## src/rtl/bru_pkg.sv

```systemverilog
package bru_pkg;

  typedef enum logic [3:0] {
    CND_NEVER  = 4'd0,
    CND_EQ     = 4'd1,
    CND_LE     = 4'd2,
    CND_LT     = 4'd3,
    CND_LEU    = 4'd4,
    CND_CS     = 4'd5,
    CND_NEG    = 4'd6,
    CND_VS     = 4'd7,
    CND_ALWAYS = 4'd8,
    CND_NE     = 4'd9,
    CND_GT     = 4'd10,
    CND_GE     = 4'd11,
    CND_GU     = 4'd12,
    CND_CC     = 4'd13,
    CND_POS    = 4'd14,
    CND_VC     = 4'd15
  } cond_e;

  typedef struct packed {
    logic n;
    logic z;
    logic v;
    logic c;
  } flags_t;

  // Base relation selected by the low three bits; bit 3 inverts it.
  function automatic logic base_relation(input logic [2:0] sel, input flags_t f);
    logic r;
    case (sel)
      3'd0:    r = 1'b0;
      3'd1:    r = f.z;
      3'd2:    r = f.z | (f.n ^ f.v);
      3'd3:    r = f.n ^ f.v;
      3'd4:    r = f.c | f.z;
      3'd5:    r = f.c;
      3'd6:    r = f.n;
      default: r = f.v;
    endcase
    return r;
  endfunction

  function automatic logic cond_holds(input cond_e code, input flags_t f);
    logic [3:0] raw;
    raw = code;
    return raw[3] ^ base_relation(raw[2:0], f);
  endfunction

  // Always and never share an all-zero low field.
  function automatic logic cond_is_uncond(input cond_e code);
    logic [3:0] raw;
    raw = code;
    return (raw[2:0] == 3'd0);
  endfunction

endpackage

```

## src/rtl/bru_cond_eval.sv

```systemverilog
module bru_cond_eval
  import bru_pkg::*;
(
  input  cond_e  code_i,
  input  flags_t flags_i,
  output logic   holds_o,
  output logic   uncond_o
);

  always_comb begin
    holds_o  = cond_holds(code_i, flags_i);
    uncond_o = cond_is_uncond(code_i);
  end

  // A code and its complement never agree.
  logic mirror_holds;
  always_comb begin
    mirror_holds = cond_holds(cond_e'(code_i ^ 4'b1000), flags_i);
    assert_complement_pair_R1: assert (mirror_holds != holds_o);
  end

endmodule

```

## src/rtl/bru_target_add.sv

```systemverilog
module bru_target_add #(
  parameter int ADDR_W = 32,
  parameter int DISP_W = 22
) (
  input  logic [ADDR_W-1:0] pc_i,
  input  logic [DISP_W-1:0] disp_i,
  output logic [ADDR_W-1:0] target_o
);

  localparam int SH_W = DISP_W + 2;

  logic [SH_W-1:0]   byte_off;
  logic [ADDR_W-1:0] off_ext;

  assign byte_off = {disp_i, 2'b00};

  generate
    if (SH_W >= ADDR_W) begin : g_trunc
      assign off_ext = byte_off[ADDR_W-1:0];
    end else begin : g_sext
      assign off_ext = {{(ADDR_W-SH_W){byte_off[SH_W-1]}}, byte_off};
    end
  endgenerate

  assign target_o = pc_i + off_ext;

endmodule

```

## src/rtl/bru_annul_ctrl.sv

```systemverilog
module bru_annul_ctrl (
  input  logic br_active_i,
  input  logic annul_i,
  input  logic uncond_i,
  input  logic cond_true_i,
  output logic squash_o
);

  assign squash_o = br_active_i & annul_i & (uncond_i | ~cond_true_i);

endmodule

```

## src/rtl/branch_resolve_unit.sv

```systemverilog
module branch_resolve_unit
  import bru_pkg::*;
#(
  parameter int ADDR_W      = 32,
  parameter int BR_DISP_W   = 22,
  parameter int CALL_DISP_W = 30,
  parameter int REG_IDX_W   = 5,
  parameter int LINK_REG    = 15
) (
  input  logic [ADDR_W-1:0]      pc_i,
  input  logic                   is_branch_i,
  input  logic                   is_call_i,
  input  logic [3:0]             cond_i,
  input  logic                   annul_i,
  input  logic [BR_DISP_W-1:0]   br_disp_i,
  input  logic [CALL_DISP_W-1:0] call_disp_i,
  input  logic                   flag_n_i,
  input  logic                   flag_z_i,
  input  logic                   flag_v_i,
  input  logic                   flag_c_i,
  output logic                   taken_o,
  output logic [ADDR_W-1:0]      target_o,
  output logic                   squash_o,
  output logic                   link_we_o,
  output logic [REG_IDX_W-1:0]   link_idx_o,
  output logic [ADDR_W-1:0]      link_data_o
);

  flags_t            flags;
  logic              br_active;
  logic              cond_true;
  logic              cond_uncond;
  logic              br_squash;
  logic [ADDR_W-1:0] br_target;
  logic [ADDR_W-1:0] call_target;

  assign flags     = '{n: flag_n_i, z: flag_z_i, v: flag_v_i, c: flag_c_i};
  assign br_active = is_branch_i & ~is_call_i;

  bru_cond_eval u_cond (
    .code_i   (cond_e'(cond_i)),
    .flags_i  (flags),
    .holds_o  (cond_true),
    .uncond_o (cond_uncond)
  );

  bru_target_add #(.ADDR_W(ADDR_W), .DISP_W(BR_DISP_W)) u_br_add (
    .pc_i     (pc_i),
    .disp_i   (br_disp_i),
    .target_o (br_target)
  );

  bru_target_add #(.ADDR_W(ADDR_W), .DISP_W(CALL_DISP_W)) u_call_add (
    .pc_i     (pc_i),
    .disp_i   (call_disp_i),
    .target_o (call_target)
  );

  bru_annul_ctrl u_annul (
    .br_active_i (br_active),
    .annul_i     (annul_i),
    .uncond_i    (cond_uncond),
    .cond_true_i (cond_true),
    .squash_o    (br_squash)
  );

  assign taken_o     = is_call_i | (br_active & cond_true);
  assign target_o    = is_call_i ? call_target : br_target;
  assign squash_o    = br_squash;
  assign link_we_o   = is_call_i;
  assign link_idx_o  = REG_IDX_W'(LINK_REG);
  assign link_data_o = pc_i;

  always_comb begin
    if (!annul_i) begin
      assert_plain_slot_runs_R4: assert (!squash_o);
    end
    if (is_call_i) begin
      assert_call_keeps_slot_R7: assert (taken_o && !squash_o);
    end
    if (!is_branch_i && !is_call_i) begin
      assert_idle_quiet_R9: assert (!taken_o && !squash_o && !link_we_o);
    end
    if (br_active && annul_i && !cond_uncond) begin
      assert_annul_follows_outcome_R5: assert (squash_o != taken_o);
    end
    assert_target_word_aligned_R3: assert (target_o[1:0] == pc_i[1:0]);
  end

endmodule

```

## config.mk

```make
export PLATFORM = sky130hd
export DESIGN_NAME = branch_resolve_unit
export DESIGN_NICKNAME = d
export VERILOG_FILES = /design/src/rtl/bru_pkg.sv /design/src/rtl/bru_cond_eval.sv /design/src/rtl/bru_target_add.sv /design/src/rtl/bru_annul_ctrl.sv /design/src/rtl/branch_resolve_unit.sv
export SDC_FILE = /design/constraint.sdc
export NUM_CORES = 1
export LEC_CHECK = 0
export ABC_AREA = 1
export BUFFER_PORTS_ARGS = -buffer_cell sky130_fd_sc_hd__buf_2
export CELL_PAD_IN_SITES_DETAIL_PLACEMENT = 0
export CELL_PAD_IN_SITES_GLOBAL_PLACEMENT = 1
export CORE_MARGIN = 3
export CORE_UTILIZATION = 29
export DETAILED_ROUTE_END_ITERATION = 16
export MAX_ROUTING_LAYER = met4
export PLACE_DENSITY_LB_ADDON = 0.1
export SYNTH_ARGS = -nofsm -noshare
export SYNTH_HDL_FRONTEND = slang
export SYNTH_SLANG_ARGS = --single-unit
```

## constraint.sdc

```tcl
create_clock -name vclk -period 2.9
set_clock_uncertainty 0.05 [all_clocks]
set_input_delay 0.29 -clock vclk [all_inputs]
set_output_delay 0.29 -clock vclk [all_outputs]
set_load 0.02 [all_outputs]
```

[Yosys cells after proc, flatten, opt, wreduce, memory -nomap -nowiden]
Index checks and enable logic that the tools add are counted.
Word-level totals
  register bits after elaboration: 0
  output and inout port bits: 72
Operators by class
  add/sub/neg operators: 2
  equality and inequality tests: 6
  mux-type cells: 2
  bitwise logic cells: 12
  reductions and logical operators: 1
Operators with widths (count)
  $add 32x32->32: 2
  $mux 32: 1
  $eq 3x3->1 const B: 3
  $pmux 1 s7: 1
  $eq 3x2->1 const B: 2
  $and 1x1->1: 4
  $or 1x1->1: 4
  $eq 3x1->1 const B: 1
  $logic_not 3->1: 1
  $not 1->1: 2
  $xor 1x1->1: 2

[Logic depth before layout (Yosys ltp)]
Gate-level depths: netlist of the first run.
  depth in word-level cells: 7
  gate-level depth with buffers: 15

[Cells and area by module]
A second synthesis of the first run with hierarchy kept.
Unflattened totals
  cells, all modules: 1070
  area total of the unflattened synthesis: 5431.5 um^2
By module, submodules not included
  bru_target_add (u_call_add): times used 1, cells an instance 446, area each 2248.4 um^2
  bru_target_add (u_br_add): times used 1, cells an instance 448, area each 2245.9 um^2
  branch_resolve_unit: times used 1, cells an instance 148, area each 812.0 um^2
  bru_cond_eval: times used 1, cells an instance 25, area each 108.9 um^2
  bru_annul_ctrl: times used 1, cells an instance 3, area each 16.3 um^2

[Least setup slack after synthesis of the first run]
OpenSTA, ideal clock, no wires.
  path type: input to output
  start: input port is_call_i
  end: output port target_o[18]
  data arrival time: 2.238 ns
  data required time: 2.560 ns
  path slack: 0.322 ns
  stages: 14
  path buffers: 1
  cells stage by stage: clkbuf_1 nand2_1 nand2_1 ha_1 inv_1 fa_1 inv_1 nand3_1 nand3_1 nand2_1 nand2_1 nand3_1 nand2_1 xor2_1
On the way
  longest elaborated chain between the ends: 1
Ends and longest elaborated chain
  start: declaration: line branch_resolve_unit.sv:12  | input logic is_call_i,
  $mux 32: line branch_resolve_unit.sv:68  | assign target_o = is_call_i ? call_target : br_target;
  end: declaration: line branch_resolve_unit.sv:22  | output logic [ADDR_W-1:0] target_o,
Every way passes these cells.

[Final worst setup path of the first run]
  start: input port is_call_i
  end: output port target_o[20]
Same word-level chain as after synthesis.

==> results of run 1 <==
==> where the power goes <==
| group | internal (W) | switching [W] |
|---|---|---|
| sequential | 0 | 0 |
| combinational | 0.000402 | 0.000694 |
| clock | 0 | 0 |
==> cell families after synthesis <==
logic type	count (synthesis)	synth area share, %
simple gates	384	53.0
buf+inv	156	24.6
fa+ha+maj	30	12.8
compound gates	29	5.30
xor+xnor	14	4.09
other cells	2	0.250
==> area by class of cell <==
type / instances / share of cell area, %
inverter: 111 / 10.4
timing repair inverter: 1 / 0.123
tap: 133 / 4.10
multi-input combinational: 462 / 62.8
timing repair buffer: 166 / 22.6
==> cells in the final DEF (no fill, tap or decap), types with 2 or more instances in the layout <==
| cell | synthesis | layout |
|---|---|---|
| a21oi_1 | 19 | 13 |
| a21oi_2 | 1 | 6 |
| buf_12 | 0 | 2 |
| buf_2 | 1 | 154 |
| buf_4 | 40 | 6 |
| buf_6 | 0 | 2 |
| conb_1 | 2 | 5 |
| ha_1 | 29 | 12 |
| ha_2 | 0 | 5 |
| ha_4 | 0 | 12 |
| inv_1 | 109 | 107 |
| inv_2 | 2 | 3 |
| nand2_1 | 280 | 273 |
| nand2_2 | 8 | 14 |
| nand3_1 | 34 | 32 |
| nand3_2 | 3 | 5 |
| nand4_1 | 10 | 10 |
| nor2_1 | 33 | 26 |
| nor2_2 | 8 | 11 |
| nor2_4 | 1 | 5 |
| nor3_1 | 3 | 2 |
| o21ai_0 | 5 | 3 |
| o21bai_1 | 3 | 3 |
| xor2_1 | 13 | 13 |
==> cell usage after synthesis <==
cell type,count
nor3_1,3
and2_1,1
and3_1,1
buf_2,1
nand2_2,8
xor2_1,13
nand4_1,10
or2_2,1
inv_1,109
fa_1,1
a21oi_1,19
o21ai_0,5
clkbuf_1,4
o21bai_1,3
nand3b_1,1
nand3_1,34
nor2_1,33
nand2_1,280
inv_2,2
xnor2_1,1
ha_1,29
nor2_2,8
nor2_4,1
buf_4,40
conb_1,2
a21oi_2,1
o211ai_1,1
nand3_2,3
==> metal layers <==
layer	vias to the layer above	wire length, um
li1	2064	-
met5	-	0
met3	0	596
met4	0	0
met1	1668	5310
met2	104	4990
==> worst paths after layout <==
kind / end / slack, ns / cells after the start
worst min-delay path: link_data_o[0] / 0.53 / 0
worst max-delay path: target_o[20] / 0.22 / 16
==> worst max-delay path, stage by stage <==
cell	delay, ns
buf_4	0.16
clkinvlp_4	0.12
buf_12	0.15
clkbuf_16	0.15
nand2_1	0.05
nand2_1	0.05
ha_2	0.37
nand2_2	0.13
nor2_4	0.14
inv_1	0.09
nor2_2	0.14
nand4_1	0.15
nand3_1	0.10
nand2_1	0.05
nand2_1	0.05
buf_2	0.15
==> through the flow <==
step	TNS, ns	total power, W	area [sq um]	hold WS [ns]	instances
after global routing	0	0.00122	4060	0.530	873
after global placement	-0.0419	0.00101	3700	0.530	869
after detailed placement	-0.108	0.00101	3700	0.530	869
after CTS	-0.123	0.00101	3700	0.530	869
after floorplan	0	0.000703	3010	0.643	618
final	0	0.00110	4060	0.530	873
==> what timing repair did <==
item / CTS / global route
endpoints found under the hold margin: 0 / 0
gates cloned: 0 / 2
pin swaps: 0 / 1
buffers inserted: 0 / 2
setup endpoints to repair: 5 / 20
resized for setup: 0 / 65
==> results.json, run 1 <==
{
  "gp_congestion": 0.850,
  "worst_hold_path_type": "input port to output port",
  "globalRouteMet3Util_pct": 0.360,
  "viasPerCell": 4.39,
  "met1_usage_pct": 25.0,
  "setup_viol": 0,
  "multi_input_area_sq_um": 2550,
  "pin_count": 167,
  "port_buffers": 156,
  "regArea_sq_um": 0,
  "yosysUniqueCellTypes": 28,
  "drtAntennaViolNets": 0,
  "synthesis.area_sq_um": 3000,
  "avgSynthCellArea_sq_um": 4.88,
  "final_core_util_pct": 41.0,
  "grt_pass1_wl_um": 16400,
  "yosysSeqAreaShare_pct": 0,
  "drive_above_1_share_pct": 31.8,
  "path_max_fanout": 6,
  "fillers": 1179,
  "drt-pass1-iter-count": 4,
  "syn2layout_area_growth_pct": 35.4,
  "grt_usage_pct": 17.5,
  "routedWlPerCell_um": 12.5,
  "yosysTopAreaCellShare_pct": 35.0,
  "die_area_sq_um": 11600,
  "drt_iter0_markers": 149,
  "ys_top_cells_by_area": "nand2_1 (35%), inv_1 (14%), ha_1 (12%)",
  "fmax_mhz": 372,
  "post-route-period-util_pct": 92.6,
  "start_kind": "input port",
  "layout.nets": 867,
  "grt_start_max_net_pins": 18,
  "busiest_layer": "met2",
  "power_density_nw_per_um2": 270,
  "yosysTopAreaCell": "nand2_1",
  "hold_start": "pc_i[0]",
  "antenna_found_initial": 0,
  "floorplan.initialDensity_pct": 30.3,
  "finalHoldViolCount": 0,
  "cap_viol_max_count": 0,
  "fin_crit_ns": 2.68,
  "antenna_cells": 0,
  "required_ns": 2.56,
  "dp_slack_ns": -0.0367,
  "vias": 3836,
  "endpoint_kind": "output port",
  "core-area_sq_um": 9910,
  "hpwl_um": 9560,
  "routed_wl_um": 10900,
  "cp-startpoint": "is_call_i",
  "grt_pass1_vias": 3558,
  "rows": 36,
  "rsz0062_at_grt": "no",
  "syn-instance-count": 615,
  "ir_worst_vdd_v": 0.000103,
  "grt.overflow.total": 0,
  "numSequentialCells": 0,
  "p_leak_nw": 2.58,
  "clkbuf_count": 0,
  "worst_slack_ns": 0.215,
  "met2_usage_pct": 29.6,
  "ctsHoldBuffers": 0,
  "drc": 0,
  "drv_slew": 0,
  "crit_arrival_ns": 2.34,
  "crit_type": "input port to output port",
  "outcome": "finished clean",
  "ys_warn_count": 0,
  "fp.dieW_um": 108,
  "fp.dieH_um": 108
}
Note: power is estimated with default switching activity, not from simulation.
==> run 2, diff against run 1 <==
Settings changed: CELL_PAD_IN_SITES_DETAIL_PLACEMENT 0 to not set, CELL_PAD_IN_SITES_GLOBAL_PLACEMENT 1 to not set, CORE_UTILIZATION 29 to 40, PLACE_DENSITY set to 0.73, PLACE_DENSITY_LB_ADDON 0.1 to not set, SETUP_SLACK_MARGIN set to 0.2, SKIP_LAST_GASP set to 1.
==> run 2 against run 1 <==
Against the previous run:
- die area down 26%
- cell count shrank 3.3%
- worst setup slack improved by 0.038 ns
- total power rose by 4.8%
- utilization up 19 points
==> results.json, run 2 (synthesized netlist as in run 1, its figures left out) <==
{
  "grt_pass1_vias": 3587,
  "antenna_found_initial": 0,
  "layout.nets": 875,
  "grt_start_max_net_pins": 13,
  "core-area_sq_um": 7020,
  "post-route-period-util_pct": 91.3,
  "numSequentialCells": 0,
  "drt-pass1-iter-count": 5,
  "antenna_cells": 0,
  "worst_hold_path_type": "input port to output port",
  "rows": 30,
  "crit_arrival_ns": 2.31,
  "critical-path-top-delay-family": "buffers and inverters",
  "fillers": 711,
  "fin_total_pwr_w": 0.00115,
  "pin_count": 167,
  "crit_type": "input port to output port",
  "cp_slowest_cell": "fa_2",
  "crit_chain": "buf_2 > clkinvlp_4 > buf_12 > nand2_1 > nand2_1 > ha_2 > inv_2 > fa_2 > inv_2 > nand3_2 > nand3_4 > nand2_2 > nand2_2 > nand3_2 > nand2_2 > xor2_1 > buf_4",
  "routed_wl_um": 10200,
  "multi_input_area_sq_um": 2700,
  "drive_above_1_share_pct": 35.7,
  "cp_common_cell": "nand2_2",
  "drc": 0,
  "required_ns": 2.56,
  "layout_common_cells": "nand2_1 (264), buf_2 (151), inv_1 (105), nand3_1 (28)",
  "endpoint_kind": "output port",
  "outcome": "finished clean",
  "fp.dieW_um": 92.6,
  "dr_wl_met3_um": 720,
  "grt.overflow.total": 0,
  "wl_met2_um": 4900,
  "vias": 4074,
  "hold_depth": 0,
  "drtAntennaViolNets": 0,
  "routedWlPerCell_um": 12.1,
  "whs_ns": 0.530,
  "drt_iter0_markers": 168,
  "cap_viol_max_count": 0,
  "p_leak_nw": 2.64,
  "met1Wirelength_um": 4410,
  "fmax_mhz": 378,
  "gp_congestion": 0.920,
  "layout_commonest_cell": "nand2_1",
  "viasPerCell": 4.83,
  "syn2layout_area_growth_pct": 41.0,
  "grt_pass1_wl_um": 15400,
  "setup_viol": 0,
  "port_buffers": 156,
  "finalHoldViolCount": 0,
  "fin_setup_tns_ns": 0,
  "crit_cells": 17,
  "grt_usage_pct": 21.7,
  "ctsHoldBuffers": 0,
  "floorplan.initialDensity_pct": 42.7,
  "crit_buf_inv": 6,
  "ir_worst_vdd_v": 0.000138,
  "slowest_delay_ns": 0.40,
  "power_density_nw_per_um2": 272,
  "clkbuf_count": 0,
  "fin_crit_ns": 2.65,
  "regArea_sq_um": 0,
  "rsz0062_at_grt": "yes",
  "fp.dieH_um": 92.6,
  "hpwl_um": 8480,
  "start_kind": "input port",
  "die_area_sq_um": 8570,
  "drv_slew": 0,
  "path_max_fanout": 8,
  "highest_layer": "met4"
}
-- run 2: metrics by stage --
step,utilization (%),setup slack (ns),std cells,area (sq um)
final,60.2,0.254,844,4230
after global routing,60.2,0.123,844,4230
after CTS,52.8,0.175,832,3700
after detailed placement,51.8,0.0146,831,3640
after global placement,51.8,0.0642,831,3640
after floorplan,-,0.322,618,3010
-- run 2: metal layers --
| layer | global-route usage (%) | vias up |
|---|---|---|
| met1 | 27.6 | 1783 |
| met2 | 38.5 | 183 |
| li1 | - | 2086 |
| met4 | 3.71 | 0 |
| met5 | - | - |
| met3 | 1.06 | 22 |
-- run 2: power by group --
part / internal, W / total (W) / switching [W]
Combinational: 0.000439 / 0.00115 / 0.000711
Sequential: 0 / 0 / 0
Clock: 0 / 0 / 0
-- run 2: layout make-up --
type | instances | share of cell area [%]
well taps | 96 | 2.84
repair buffers | 175 | 23.5
inverters | 111 | 9.94
multi-input cells | 462 | 63.7
-- run 2: timing repair --
item / CTS / global route
cloned: 0 / 1
setup buffers: 1 / 11
resized for setup: 16 / 91
pin swaps: 0 / 13
setup endpoints to repair: 8 / 22
-- run 2: final timing paths --
check                      from              to  slack, ns
worst max-delay path  is_call_i    target_o[18]       0.25
worst min-delay path    pc_i[0]  link_data_o[0]       0.53
==> run 3, diff against run 2 <==
Settings changed: GPL_TIMING_DRIVEN set to 0.
==> run 3 against run 2 <==
Against the previous run:
- via count rose by 2.2%
- worst setup slack gained 0.018 ns
- utilization up 6.0 points
- sequential share of layout area is the same
- combinational power up 7%
- wire length grew 5.1%
- total power grew 7.1%
- cell count rose by 5.8%
- count of clock-buffer cells in the layout did not move
- largest power group unchanged
==> results.json, run 3 (synthesized netlist as in run 1, its figures left out) <==
{
  "p_leak_nw": 2.88,
  "grt.overflow.total": 0,
  "vias": 4165,
  "syn2layout_area_growth_pct": 55.0,
  "crit_type": "input port to output port",
  "grt_usage_pct": 23.9,
  "floorplan.initialDensity_pct": 42.7,
  "layout.nets": 924,
  "setup_viol": 0,
  "met2_usage_pct": 42.0,
  "layout_common_cells": "nand2_1 (263), buf_2 (153), inv_1 (106), buf_4 (62), nand3_1 (29)",
  "path_max_fanout": 5,
  "final_area_sq_um": 4650,
  "drc": 0,
  "fin_crit_ns": 2.63,
  "core-area_sq_um": 7020,
  "ir_worst_vdd_v": 0.000134,
  "drv_slew": 0,
  "required_ns": 2.56,
  "drtAntennaViolNets": 0,
  "dpl_cell_area_sq_um": 3930,
  "grt_start_max_net_pins": 11,
  "rsz0062_at_grt": "yes",
  "clkbuf_count": 0,
  "drt_iter0_markers": 215,
  "ctsHoldBuffers": 0,
  "grt_pass1_vias": 3752,
  "whs_ns": 0.747,
  "fp.dieW_um": 92.6,
  "fillers": 680,
  "hpwl_um": 8860,
  "dp_slack_ns": -0.370,
  "post-route-period-util_pct": 90.6,
  "port_buffers": 160,
  "pin_count": 167,
  "drive_above_1_share_pct": 39.6,
  "worst_slack_ns": 0.272,
  "globalRouteMet3Util_pct": 1.22,
  "die_area_sq_um": 8570,
  "numSequentialCells": 0,
  "final_core_util_pct": 66.2,
  "fin_setup_tns_ns": 0,
  "gp_congestion": 0.893,
  "rows": 30,
  "fmax_mhz": 380,
  "met1_usage_pct": 31.2,
  "layout_commonest_cell": "nand2_1",
  "drt-pass1-iter-count": 5,
  "outcome": "finished clean",
  "regArea_sq_um": 0,
  "antenna_cells": 0,
  "routed_wl_um": 10700,
  "grt_pass1_wl_um": 16800,
  "viasPerCell": 4.66,
  "routedWlPerCell_um": 12.0,
  "fp.dieH_um": 92.6,
  "worst_hold_path_type": "input port to output port",
  "finalHoldViolCount": 0,
  "start_kind": "input port",
  "busiest_layer": "met2",
  "endpoint_kind": "output port",
  "crit_arrival_ns": 2.29,
  "power_density_nw_per_um2": 265,
  "multi_input_area_sq_um": 2750,
  "antenna_found_initial": 0,
  "cap_viol_max_count": 0
}
run 3: final cells by class:
cell class	count	area share, %
multi-input combinational	462	59.2
timing repair buffer	179	21.3
inverter	111	9.04
buffer	45	7.89
tap	96	2.58
run 3: routing by layer:
metal,share of wire [%],up-vias
li1,-,2176
met1,45,1819
met2,47,158
met3,6.7,12
met4,1.2,0
met5,0,-
run 3: worst paths after layout:
check	endpoint	depth (start not counted)	slack [ns]	startpoint
worst min-delay path	target_o[0]	2	0.75	pc_i[0]
worst max-delay path	target_o[23]	18	0.27	is_call_i
run 3: repair_timing:
action                                  in CTS  in global routing
endpoints found under the setup margin      24                 21
gates cloned                                 2                  0
pin swaps                                    5                 13
setup buffers                                5                 12
gates resized for setup                     62                 60
run 3: where the power goes:
| group | switching [W] | internal (W) | leakage (nW) |
|---|---|---|---|
| Combinational | 0.000733 | 0.000499 | 2.88 |
| Sequential | 0 | 0 | 0 |
| Clock | 0 | 0 | 0 |
| Total | 0.000733 | 0.000499 | 2.88 |
run 3: through the flow:
stage / std cells / power (W)
after floorplan: 618 / 0.000703
after global placement: 874 / 0.00102
after detailed placement: 874 / 0.00103
after CTS: 881 / 0.00113
after global routing: 893 / 0.00135
final: 893 / 0.00123
run 3: critical path, cell delays in order:
cell and delay [ns]:
buf_4 0.13, clkinvlp_4 0.12, buf_4 0.17, buf_8 0.12, nand2_1 0.05, nand2_1 0.09
ha_4 0.32, nand2_1 0.10, inv_1 0.08, nand2_1 0.07, nor3_1 0.14, nand2_1 0.10
nand2_2 0.11, nand2_1 0.08, nand2_1 0.07, nand2_1 0.05, nand2_1 0.05, buf_4 0.13
